## src/rtl/sref_pkg.sv

```systemverilog
package sref_pkg;
  typedef enum logic [1:0] {
    OP_READ  = 2'b00,
    OP_WRITE = 2'b01,
    OP_SWAP  = 2'b10,
    OP_RSVD  = 2'b11
  } op_kind_e;
endpackage

```

## src/rtl/sref_lowfree.sv

```systemverilog
// Lowest-index free slot finder.
module sref_lowfree #(
  parameter int N  = 16,
  parameter int IW = $clog2(N)
) (
  input  logic [N-1:0]  busy,
  output logic          found,
  output logic [IW-1:0] idx
);
  always_comb begin
    found = 1'b0;
    idx   = '0;
    for (int i = N - 1; i >= 0; i--) begin
      if (!busy[i]) begin
        found = 1'b1;
        idx   = IW'(i);
      end
    end
  end
endmodule

```

## src/rtl/sref_shadow.sv

```systemverilog
// Shadow memory, written in commit order, reset to zero.
module sref_shadow #(
  parameter int AW = 6,
  parameter int DW = 16
) (
  input  logic          clk,
  input  logic          rst_n,
  input  logic [AW-1:0] rd_addr,
  output logic [DW-1:0] rd_data,
  input  logic          wr_en,
  input  logic [AW-1:0] wr_addr,
  input  logic [DW-1:0] wr_data
);
  localparam int DEPTH = 1 << AW;
  logic [DW-1:0] words [DEPTH];

  assign rd_data = words[rd_addr];

  always_ff @(posedge clk) begin
    if (!rst_n) begin
      for (int i = 0; i < DEPTH; i++) words[i] <= '0;
    end else if (wr_en) begin
      words[wr_addr] <= wr_data;
    end
  end
endmodule

```

## src/rtl/sref_stamp_table.sv

```systemverilog
// Outstanding stamp entries with a predecessor matrix.
module sref_stamp_table
  import sref_pkg::*;
#(
  parameter int N  = 16,
  parameter int LW = 2,
  parameter int AW = 6,
  parameter int DW = 16,
  parameter int IW = $clog2(N)
) (
  input  logic          clk,
  input  logic          rst_n,
  input  logic          alloc_en,
  input  logic [LW-1:0] alloc_loc,
  input  logic [1:0]    alloc_kind,
  input  logic [AW-1:0] alloc_addr,
  input  logic [DW-1:0] alloc_data,
  output logic [IW-1:0] alloc_idx,
  output logic          full,
  input  logic          cmt_en,
  input  logic [IW-1:0] cmt_idx,
  input  logic [DW-1:0] cmt_result,
  output logic          c_vld,
  output logic          c_done,
  output logic          c_pend,
  output logic [1:0]    c_kind,
  output logic [AW-1:0] c_addr,
  output logic [DW-1:0] c_data,
  input  logic          free_en,
  input  logic [IW-1:0] evl_idx,
  output logic          e_vld,
  output logic          e_done,
  output logic [DW-1:0] e_data
);
  logic [N-1:0]  vld, done;
  logic [LW-1:0] loc_q  [N];
  logic [1:0]    kind_q [N];
  logic [AW-1:0] addr_q [N];
  logic [DW-1:0] data_q [N];
  logic [N-1:0]  pred   [N];
  logic [N-1:0]  hb_new, clr;
  logic          found;

  sref_lowfree #(.N(N), .IW(IW)) u_free (
    .busy (vld),
    .found(found),
    .idx  (alloc_idx)
  );
  assign full = !found;

  // Earlier uncommitted entries that the new operation must follow.
  always_comb begin
    for (int j = 0; j < N; j++) begin
      hb_new[j] = vld[j] && !done[j] && (loc_q[j] == alloc_loc) &&
                  ((addr_q[j] == alloc_addr) || (kind_q[j] == OP_SWAP) ||
                   (alloc_kind == OP_SWAP));
    end
    clr = cmt_en ? ({{(N-1){1'b0}}, 1'b1} << cmt_idx) : '0;
  end

  assign c_vld  = vld[cmt_idx];
  assign c_done = done[cmt_idx];
  assign c_pend = |pred[cmt_idx];
  assign c_kind = kind_q[cmt_idx];
  assign c_addr = addr_q[cmt_idx];
  assign c_data = data_q[cmt_idx];
  assign e_vld  = vld[evl_idx];
  assign e_done = done[evl_idx];
  assign e_data = data_q[evl_idx];

  always_ff @(posedge clk) begin
    if (!rst_n) begin
      vld  <= '0;
      done <= '0;
      for (int i = 0; i < N; i++) begin
        pred[i]   <= '0;
        loc_q[i]  <= '0;
        kind_q[i] <= '0;
        addr_q[i] <= '0;
        data_q[i] <= '0;
      end
    end else begin
      for (int i = 0; i < N; i++) begin
        pred[i] <= pred[i] & ~clr;
        if (alloc_en && alloc_idx == IW'(i)) begin
          vld[i]    <= 1'b1;
          done[i]   <= 1'b0;
          pred[i]   <= hb_new & ~clr;
          loc_q[i]  <= alloc_loc;
          kind_q[i] <= alloc_kind;
          addr_q[i] <= alloc_addr;
          data_q[i] <= alloc_data;
        end
        if (cmt_en && cmt_idx == IW'(i)) begin
          done[i]   <= 1'b1;
          data_q[i] <= cmt_result;
        end
        if (free_en && evl_idx == IW'(i)) begin
          vld[i] <= 1'b0;
        end
      end
    end
  end
endmodule

```

## src/rtl/memser_refchk.sv

```systemverilog
module memser_refchk
  import sref_pkg::*;
#(
  parameter int N_ENT  = 16,
  parameter int LOC_W  = 2,
  parameter int ADDR_W = 6,
  parameter int DATA_W = 16,
  localparam int SW    = $clog2(N_ENT)
) (
  input  logic              clk,
  input  logic              rst_n,
  input  logic              crt_valid,
  output logic              crt_ready,
  input  logic [LOC_W-1:0]  crt_loc,
  input  logic [1:0]        crt_kind,
  input  logic [ADDR_W-1:0] crt_addr,
  input  logic [DATA_W-1:0] crt_data,
  output logic [SW-1:0]     crt_stamp,
  output logic              tbl_full,
  input  logic              cmt_valid,
  output logic              cmt_ready,
  input  logic [SW-1:0]     cmt_stamp,
  input  logic              evl_valid,
  output logic              evl_ready,
  input  logic [SW-1:0]     evl_stamp,
  output logic              res_valid,
  output logic [SW-1:0]     res_stamp,
  output logic [DATA_W-1:0] res_data,
  output logic              err_order,
  output logic              err_bad_stamp,
  output logic              err_uncommitted
);
  logic              full, alloc_en;
  logic              c_vld, c_done, c_pend, e_vld, e_done;
  logic [1:0]        c_kind;
  logic [ADDR_W-1:0] c_addr;
  logic [DATA_W-1:0] c_data, e_data, mem_rd, cmt_res;
  logic              cmt_bad, cmt_blk, cmt_ok, cmt_wr;
  logic              ev_bad, ev_unc, ev_ok;

  assign crt_ready = !full;
  assign tbl_full  = full;
  assign cmt_ready = 1'b1;
  assign evl_ready = 1'b1;
  assign alloc_en  = crt_valid && !full;

  // Commit decision
  assign cmt_bad = cmt_valid && (!c_vld || c_done);
  assign cmt_blk = cmt_valid && c_vld && !c_done && c_pend;
  assign cmt_ok  = cmt_valid && c_vld && !c_done && !c_pend;
  assign cmt_wr  = cmt_ok && (c_kind == OP_WRITE || c_kind == OP_SWAP);
  assign cmt_res = (c_kind == OP_WRITE) ? c_data : mem_rd;

  // Eval decision
  assign ev_bad = evl_valid && !e_vld;
  assign ev_unc = evl_valid && e_vld && !e_done;
  assign ev_ok  = evl_valid && e_vld && e_done;

  sref_stamp_table #(
    .N(N_ENT), .LW(LOC_W), .AW(ADDR_W), .DW(DATA_W), .IW(SW)
  ) u_tbl (
    .clk       (clk),
    .rst_n     (rst_n),
    .alloc_en  (alloc_en),
    .alloc_loc (crt_loc),
    .alloc_kind(crt_kind),
    .alloc_addr(crt_addr),
    .alloc_data(crt_data),
    .alloc_idx (crt_stamp),
    .full      (full),
    .cmt_en    (cmt_ok),
    .cmt_idx   (cmt_stamp),
    .cmt_result(cmt_res),
    .c_vld     (c_vld),
    .c_done    (c_done),
    .c_pend    (c_pend),
    .c_kind    (c_kind),
    .c_addr    (c_addr),
    .c_data    (c_data),
    .free_en   (ev_ok),
    .evl_idx   (evl_stamp),
    .e_vld     (e_vld),
    .e_done    (e_done),
    .e_data    (e_data)
  );

  sref_shadow #(.AW(ADDR_W), .DW(DATA_W)) u_mem (
    .clk    (clk),
    .rst_n  (rst_n),
    .rd_addr(c_addr),
    .rd_data(mem_rd),
    .wr_en  (cmt_wr),
    .wr_addr(c_addr),
    .wr_data(c_data)
  );

  always_ff @(posedge clk) begin
    if (!rst_n) begin
      res_valid       <= 1'b0;
      res_stamp       <= '0;
      res_data        <= '0;
      err_order       <= 1'b0;
      err_bad_stamp   <= 1'b0;
      err_uncommitted <= 1'b0;
    end else begin
      res_valid       <= ev_ok;
      err_order       <= cmt_blk;
      err_bad_stamp   <= cmt_bad || ev_bad;
      err_uncommitted <= ev_unc;
      if (ev_ok) begin
        res_stamp <= evl_stamp;
        res_data  <= e_data;
      end
    end
  end
endmodule

```

## config.mk

```make
export PLATFORM = sky130hd
export DESIGN_NAME = memser_refchk
export DESIGN_NICKNAME = d
export VERILOG_FILES = /design/src/rtl/sref_pkg.sv /design/src/rtl/sref_lowfree.sv /design/src/rtl/sref_shadow.sv /design/src/rtl/sref_stamp_table.sv /design/src/rtl/memser_refchk.sv
export SDC_FILE = /design/constraint.sdc
export NUM_CORES = 2
export LEC_CHECK = 0
export BUFFER_PORTS_ARGS = -buffer_cell sky130_fd_sc_hd__buf_4
export CORE_ASPECT_RATIO = 1.5
export CORE_MARGIN = 2
export CORE_UTILIZATION = 53
export DETAILED_ROUTE_END_ITERATION = 7
export HOLD_SLACK_MARGIN = 0.15
export PLACE_DENSITY = 0.71
export SYNTH_ARGS = -nofsm -noshare
export SYNTH_HDL_FRONTEND = slang
export SYNTH_SLANG_ARGS = --single-unit
```

## constraint.sdc

```tcl
create_clock -name clk -period 13.7 [get_ports clk]
set_input_delay 0 -clock clk [delete_from_list [all_inputs] [get_ports clk]]
set_output_delay 0 -clock clk [all_outputs]
set_load 0.005 [all_outputs]
```

# Word-level counts from Yosys, hierarchy flattened
# Memory sizes are Yosys's and may differ from the RTL's. A register that Yosys moved wholly into a read port is not among the register bits.
# Cells that the tools add are included.
word_totals:
  latchBits: 0
  ram_bits: 1696
  word_cells: 765
  mem_bits_ro: 0
  mem_count: 6
  output_inout_bits: 32
  inputBits: 39
  ff_bits: 40
mem_list:
  columns: ["memory", "words", "width", "read_ports", "rd_ports_with_merged_regs", "write_ports", "line", "rtl"]
  rows:
  - ["u_mem.words", 64, 16, 1, 0, 64, "sref_shadow.sv:15", "logic [DW-1:0] words [DEPTH];"]
  - ["u_tbl.data_q", 16, 16, 2, 1, 16, "sref_stamp_table.sv:39", "logic [DW-1:0] data_q [N];"]
  - ["u_tbl.pred", 16, 16, 17, 0, 16, "sref_stamp_table.sv:40", "logic [N-1:0] pred [N];"]
  - ["u_tbl.addr_q", 16, 6, 17, 0, 16, "sref_stamp_table.sv:38", "logic [AW-1:0] addr_q [N];"]
  - ["u_tbl.kind_q", 16, 2, 17, 0, 16, "sref_stamp_table.sv:37", "logic [1:0] kind_q [N];"]
  - ["u_tbl.loc_q", 16, 2, 16, 0, 16, "sref_stamp_table.sv:36", "logic [LW-1:0] loc_q [N];"]
classes:
  n_shift: 1
  n_lt_le_gt_ge: 2
  reduce_logical: 202
  mux: 290
  n_eq_ne: 96
  n_addsub: 0
  n_div: 0
  n_mul: 0
  n_bitwise: 131
op_table:
  columns: ["operator", "n"]
  rows:
  - ["2-to-1 mux 16 bit", 67]
  - ["AND 16 bit", 17]
  - ["2-to-1 mux 1 bit", 154]
  - ["bitwise OR 1 bit", 112]
  - ["logical AND 1 bit", 107]
  - ["2-to-1 mux 6 bit", 17]
  - ["== test 4 bit (second input constant)", 24]
  - ["== test 6 bit", 16]
  - ["2-to-1 mux 2 bit", 32]
  - ["2-to-1 mux 4 bit", 16]
  - ["== test 4 x 3 -> 1 bit (second input constant)", 12]
  - ["== test 2 bit (second input constant)", 18]
  - ["logical OR 1 bit", 35]
  - ["== test 2 bit", 16]
  - ["nonzero test 2 bit", 16]
  - ["OR reduction 16 bit", 2]
  - ["OR reduction 2 bit", 16]
  - ["== test 4 x 2 -> 1 bit (second input constant)", 6]
  - ["zero test 1 bit", 23]
  - ["binary-select mux 1 bit (select 4 bit)", 4]
  - ["NOT 16 bit", 1]
  - ["left shift 1 x 4 -> 16 bit (first input constant)", 1]
  - ["== test 4 x 1 -> 1 bit (second input constant)", 3]
  - ["zero test 4 bit", 3]
  - ["other kinds (3)", 4]

# Longest topological paths before layout
depth:
  depth_word: 23
  ltp_mapped: 21
  ltp_nobuf: 11

# By module
# Synthesis repeated with hierarchy kept, for this count alone.
hier_totals:
  hier_cells: 6565
  hier_area_um2: 86631.8
by_module_without_submodules:
  columns: ["module", "area_per_inst_um2", "n_inst", "seq_area_each_um2", "cells_each"]
  rows:
  - ["sref_shadow", 47076.4, 1, 30749.5, 3092]
  - ["sref_stamp_table", 38190.4, 1, 20659.8, 3306]
  - ["memser_refchk", 1198.6, 1, 480.5, 133]
  - ["sref_lowfree", 166.4, 1, 0.0, 34]

# Least setup slack after synthesis
# Ideal clock, no wire load.
synth_timing:
  path_type: "input port to flip-flop"
  start: "input port cmt_stamp[0]"
  end: "memory u_mem.words[40][0] (enable)"
  path_buffers: 10
  setup_ns: 0.372
  cell_stages: 16
  path_slack_ns: 7.973
  arrival_ns: 5.355
  t_required_ns: 13.328
  cell_sequence: "buf_6 > buf_6 > buf_6 > buf_2 > buf_2 > buf_2 > clkbuf_1 > buf_1 > mux4_2 > mux4_2 > ha_1 > clkbuf_1 > nor4_1 > nand2_1 > clkbuf_1 > nand2_1"
synth_lines:
  columns: ["item", "line", "rtl"]
  rows:
  - ["start, declared", "memser_refchk.sv:22", "input logic [SW-1:0] cmt_stamp,"]
  - ["end, declared", "sref_shadow.sv:15", null]

==> metrics.md <==
| Metric | Value |
|---|---|
| Status | `finished with violations` |
| Failing checks | `max-capacitance violations, max-slew violations` |
| Num CTS Buffers | `165` |
| Top cell type's share of synthesized area | `0.598` |
| Max Root-Sink Buffers | `3` |
| FF/Latch Area | `0.0519 mm2` |
| Count of different cell masters after synthesis | `112` |
| Nets | `7423` |
| CTS resizes | `0` |
| Leakage | `34.2 nW` |
| Placement Cell Area | `0.0878 mm2` |
| CP required | `14260 ps` |
| Cts hold-fix bufs | `44` |
| Share of cells above drive strength 1 | `0.127` |
| Setup TNS | `0 ps` |
| First-pass DRT Iterations | `8` |
| Initial Util | `0.532` |
| Initial antenna violation count | `38` |
| Clock-pin slew on the worst setup and hold paths | `70 ps` |
| Port buffer count | `68` |
| # fillers | `12664` |
| Number of setup buffers added after CTS | `0` |
| Post-synth top area cell | `edfxtp_1` |
| Post-synth EDFFs | `1680` |
| First-pass GRT wire length | `466000 um` |
| GRT Total Usage | `0.407` |
| DRT antenna net count | `0` |
| Io pins | `71` |
| RSZ-0062 raised after global routing | `no` |
| Std cell rows | `179` |
| Crit-path max FO | `62` |
| DR vias/cell | `6.94` |
| Grt total ovfl | `0` |
| Worst-Margin Slew | `1720 ps` |
| Vias in the first global route | `64868` |
| Post-layout min period | `6790 ps` |
| Area contributors post-synth | `edfxtp_1, nor2_1, mux4_2, nand2_1, mux2i_1` |
| WL/cell | `34.6 um` |
| Slew margin rel. | `-0.156` |
| Clock latency on the worst-skew pair | `890 ps` |
| Final GP Congestion | `1.09` |
| Crit. End Element | `flop` |
| Final period utilization | `0.496` |
| Die ar. | `0.162 mm2` |
| DR vias | `66848` |
| DRC Markers | `0` |
| Max Clock Skew | `87.0 ps` |
| Clock root cell | `clkbuf_16` |
| Max Clk Rate | `147 MHz` |
| H-tree levels | `4` |
| Dpl hpwl | `214000 um` |
| Die width | `330 um` |
| Mapped Area | `0.0843 mm2` |
| Hold Path Class | `in -> reg` |
| Area Overhead vs Synth | `11.3%` |
| Starting DRT DRC Count | `11477` |
| WS Path Type | `in -> reg` |
| Startpoint class of the critical path | `primary input` |
| Largest net degree at the start of global routing | `95` |
| Launch point of the worst path | `cmt_stamp[1]` |
| Endpoints failing setup | `0` |
| Max-slew violations | `4` |
| Clock sink count | `1752` |
| Final Hold Fails | `0` |
| Cell count after synthesis | `7291` |
| Yosys reg bits | `1752` |
| RR Startpoint | `u_tbl.addr_q[2][0]$_SDFFCE_PN0P_` |
| Die Height | `492 um` |
| CP arrival | `7350 ps` |
| Worst VDD drop | `0.153 mV` |
| Final wirelength | `333000 um` |
| Max_cap viols | `3` |
| Core area | `0.158 mm2` |
| PD cells | `138 mW/mm2` |
| Mapped Avg Cell Area | `11.6 um2` |
| TritonCTS clock tree | `done` |
| Synth async-reset ratio | `0` |
| Register area share after synthesis | `0.616` |
| Final instance area | `0.0938 mm2` |
| Yosys Warn Count | `0` |
| Worst min-delay path startpoint | `crt_data[14]` |
| Footprint of the multi-input gates | `0.0308 mm2` |
| Most used DFF post-synth | `edfxtp_1` |
==> critical path, cell delays in order <==
cell and delay [ps]:
buf_6 250, buf_4 860, mux2i_1 200, mux4_2 630, mux2i_4 670, buf_4 600, nor3_4 240, buf_4 370
a222oi_1 600, a221o_1 200, a21oi_1 430, nor4_1 1190, nor4b_2 800, o22ai_1 170
==> power breakdown <==
group          internal, mW  switching, mW
Combinational         0.489           1.50
Sequential             6.09          0.102
Clock                  2.54           2.20
Total                  9.11           3.81
==> kinds of logic after synthesis <==
family	after synthesis	share of synthesized area
muxes	431	0.0835
other	1	0.0000445
and+or+nand+nor	3066	0.153
adders and majority gates	1	0.000148
buffers and inverters	735	0.0381
DFF	1752	0.616
xor gates and xnor gates	128	0.0133
AOI/OAI and AO/OA	1177	0.0960
==> layout make-up <==
cell class	instances	area share
multi-input cells	5045	0.328
inverters	69	0.00284
diodes	24	0.000640
repair buffers	350	0.0294
clock buffers	219	0.0477
well taps	2081	0.0277
flip-flops and latches	1752	0.553
clock inverters	87	0.0107
==> worst paths after layout <==
kind                                  endpoint  slack (ps)  depth (start not counted)
max reg2reg       u_tbl.data_q[9][3]$_DFFE_PP_        6920                         12
max               u_tbl.data_q[9][3]$_DFFE_PP_        6910                         14
min reg2reg           u_tbl.pred[9][9]$_DFF_P_         430                          2
min          u_tbl.data_q[2][14]$_SDFFCE_PN0P_         190                          4
==> synth_stat cells, drive strengths merged, types with 9 or more instances <==
| library cell | number |
|---|---|
| nor2b | 23 |
| a221oi | 23 |
| o2bb2ai | 9 |
| o21ai | 191 |
| and3 | 56 |
| or3 | 17 |
| o32ai | 18 |
| mux2 | 29 |
| nor4 | 103 |
| a211o | 12 |
| xor2 | 64 |
| a21oi | 328 |
| inv | 69 |
| a31oi | 47 |
| nand4 | 48 |
| o21a | 21 |
| a221o | 22 |
| mux4 | 212 |
| nand2 | 1044 |
| or2 | 11 |
| o22ai | 53 |
| buf | 211 |
| o2bb2a | 16 |
| clkbuf | 455 |
| a32oi | 31 |
| a32o | 17 |
| a22o | 45 |
| nand2b | 27 |
| mux2i | 190 |
| a222oi | 21 |
| a211oi | 50 |
| nor3 | 29 |
| xnor2 | 64 |
| a2bb2oi | 9 |
| o211ai | 43 |
| o221a | 12 |
| nor2 | 1396 |
| o31ai | 58 |
| edfxtp | 1680 |
| a22oi | 91 |
| dfxtp | 72 |
| and2 | 31 |
| nand3 | 262 |
==> cells in the final DEF, fill, tap and decap left out, types with 21 or more instances in the layout <==
master | netlist | layout
nand4_1 | 48 | 48
and2_1 | 28 | 28
nor4_1 | 93 | 90
mux2i_1 | 188 | 187
a32oi_1 | 31 | 31
nand2_1 | 1043 | 1041
nor2_1 | 1394 | 1392
xnor2_1 | 64 | 64
a211oi_1 | 49 | 47
o31ai_1 | 56 | 54
buf_4 | 31 | 300
dlygate4sd3_1 | 0 | 44
o21ai_0 | 178 | 157
xor2_1 | 64 | 64
a221oi_1 | 22 | 22
clkinv_2 | 0 | 30
a22o_1 | 45 | 45
nand3_1 | 261 | 251
a222oi_1 | 21 | 21
o22ai_1 | 48 | 45
o21a_1 | 21 | 21
clkbuf_16 | 0 | 166
a31oi_1 | 47 | 34
nand2b_1 | 27 | 26
edfxtp_1 | 1680 | 1680
mux4_2 | 212 | 212
conb_1 | 1 | 242
inv_1 | 68 | 65
nor2b_1 | 23 | 23
a22oi_1 | 89 | 89
o211ai_1 | 43 | 43
a21oi_1 | 324 | 320
and3_1 | 56 | 56
mux2_2 | 27 | 27
a221o_1 | 22 | 22
diode_2 | 0 | 24
dfxtp_1 | 72 | 72
clkbuf_1 | 453 | 41
==> per-layer routing <==
| metal | share of wire | wire length [um] | vias up | track usage |
|---|---|---|---|---|
| met4 | 0.12 | 38900 | 26 | 0.379 |
| met5 | 0.00060 | 201 | - | 0 |
| met1 | 0.30 | 98900 | 32334 | 0.450 |
| met2 | 0.45 | 149000 | 5919 | 0.624 |
| met3 | 0.14 | 45800 | 1907 | 0.128 |
| li1 | - | - | 26662 | - |
==> state kept, by name, summed over array words and instances (netlist names) <==
register	count
u_tbl.loc_q	32
u_tbl.kind_q	32
u_mem.words	1024
u_tbl.done	16
res_stamp	4
err_bad_stamp	1
u_tbl.vld	16
res_valid	1
err_uncommitted	1
res_data	16
u_tbl.addr_q	96
err_order	1
u_tbl.data_q	256
u_tbl.pred	256
==> stage by stage <==
stage / hold slack, ps / std cells / utilization / worst slack, ps / total power [mW]
after CTS: 151 / 9599 / 0.592 / 7450 / 12.8
final: 194 / 9627 / 0.593 / 6910 / 12.9
after detailed placement: 351 / 9249 / 0.555 / 6630 / 8.13
after global routing: 187 / 9609 / 0.592 / 7100 / 13.1
after floorplan: 185 / 7532 / - / 7970 / 7.33
after global placement: 343 / 9248 / 0.555 / 6050 / 8.10
Note: power is estimated with default switching activity, not from simulation.
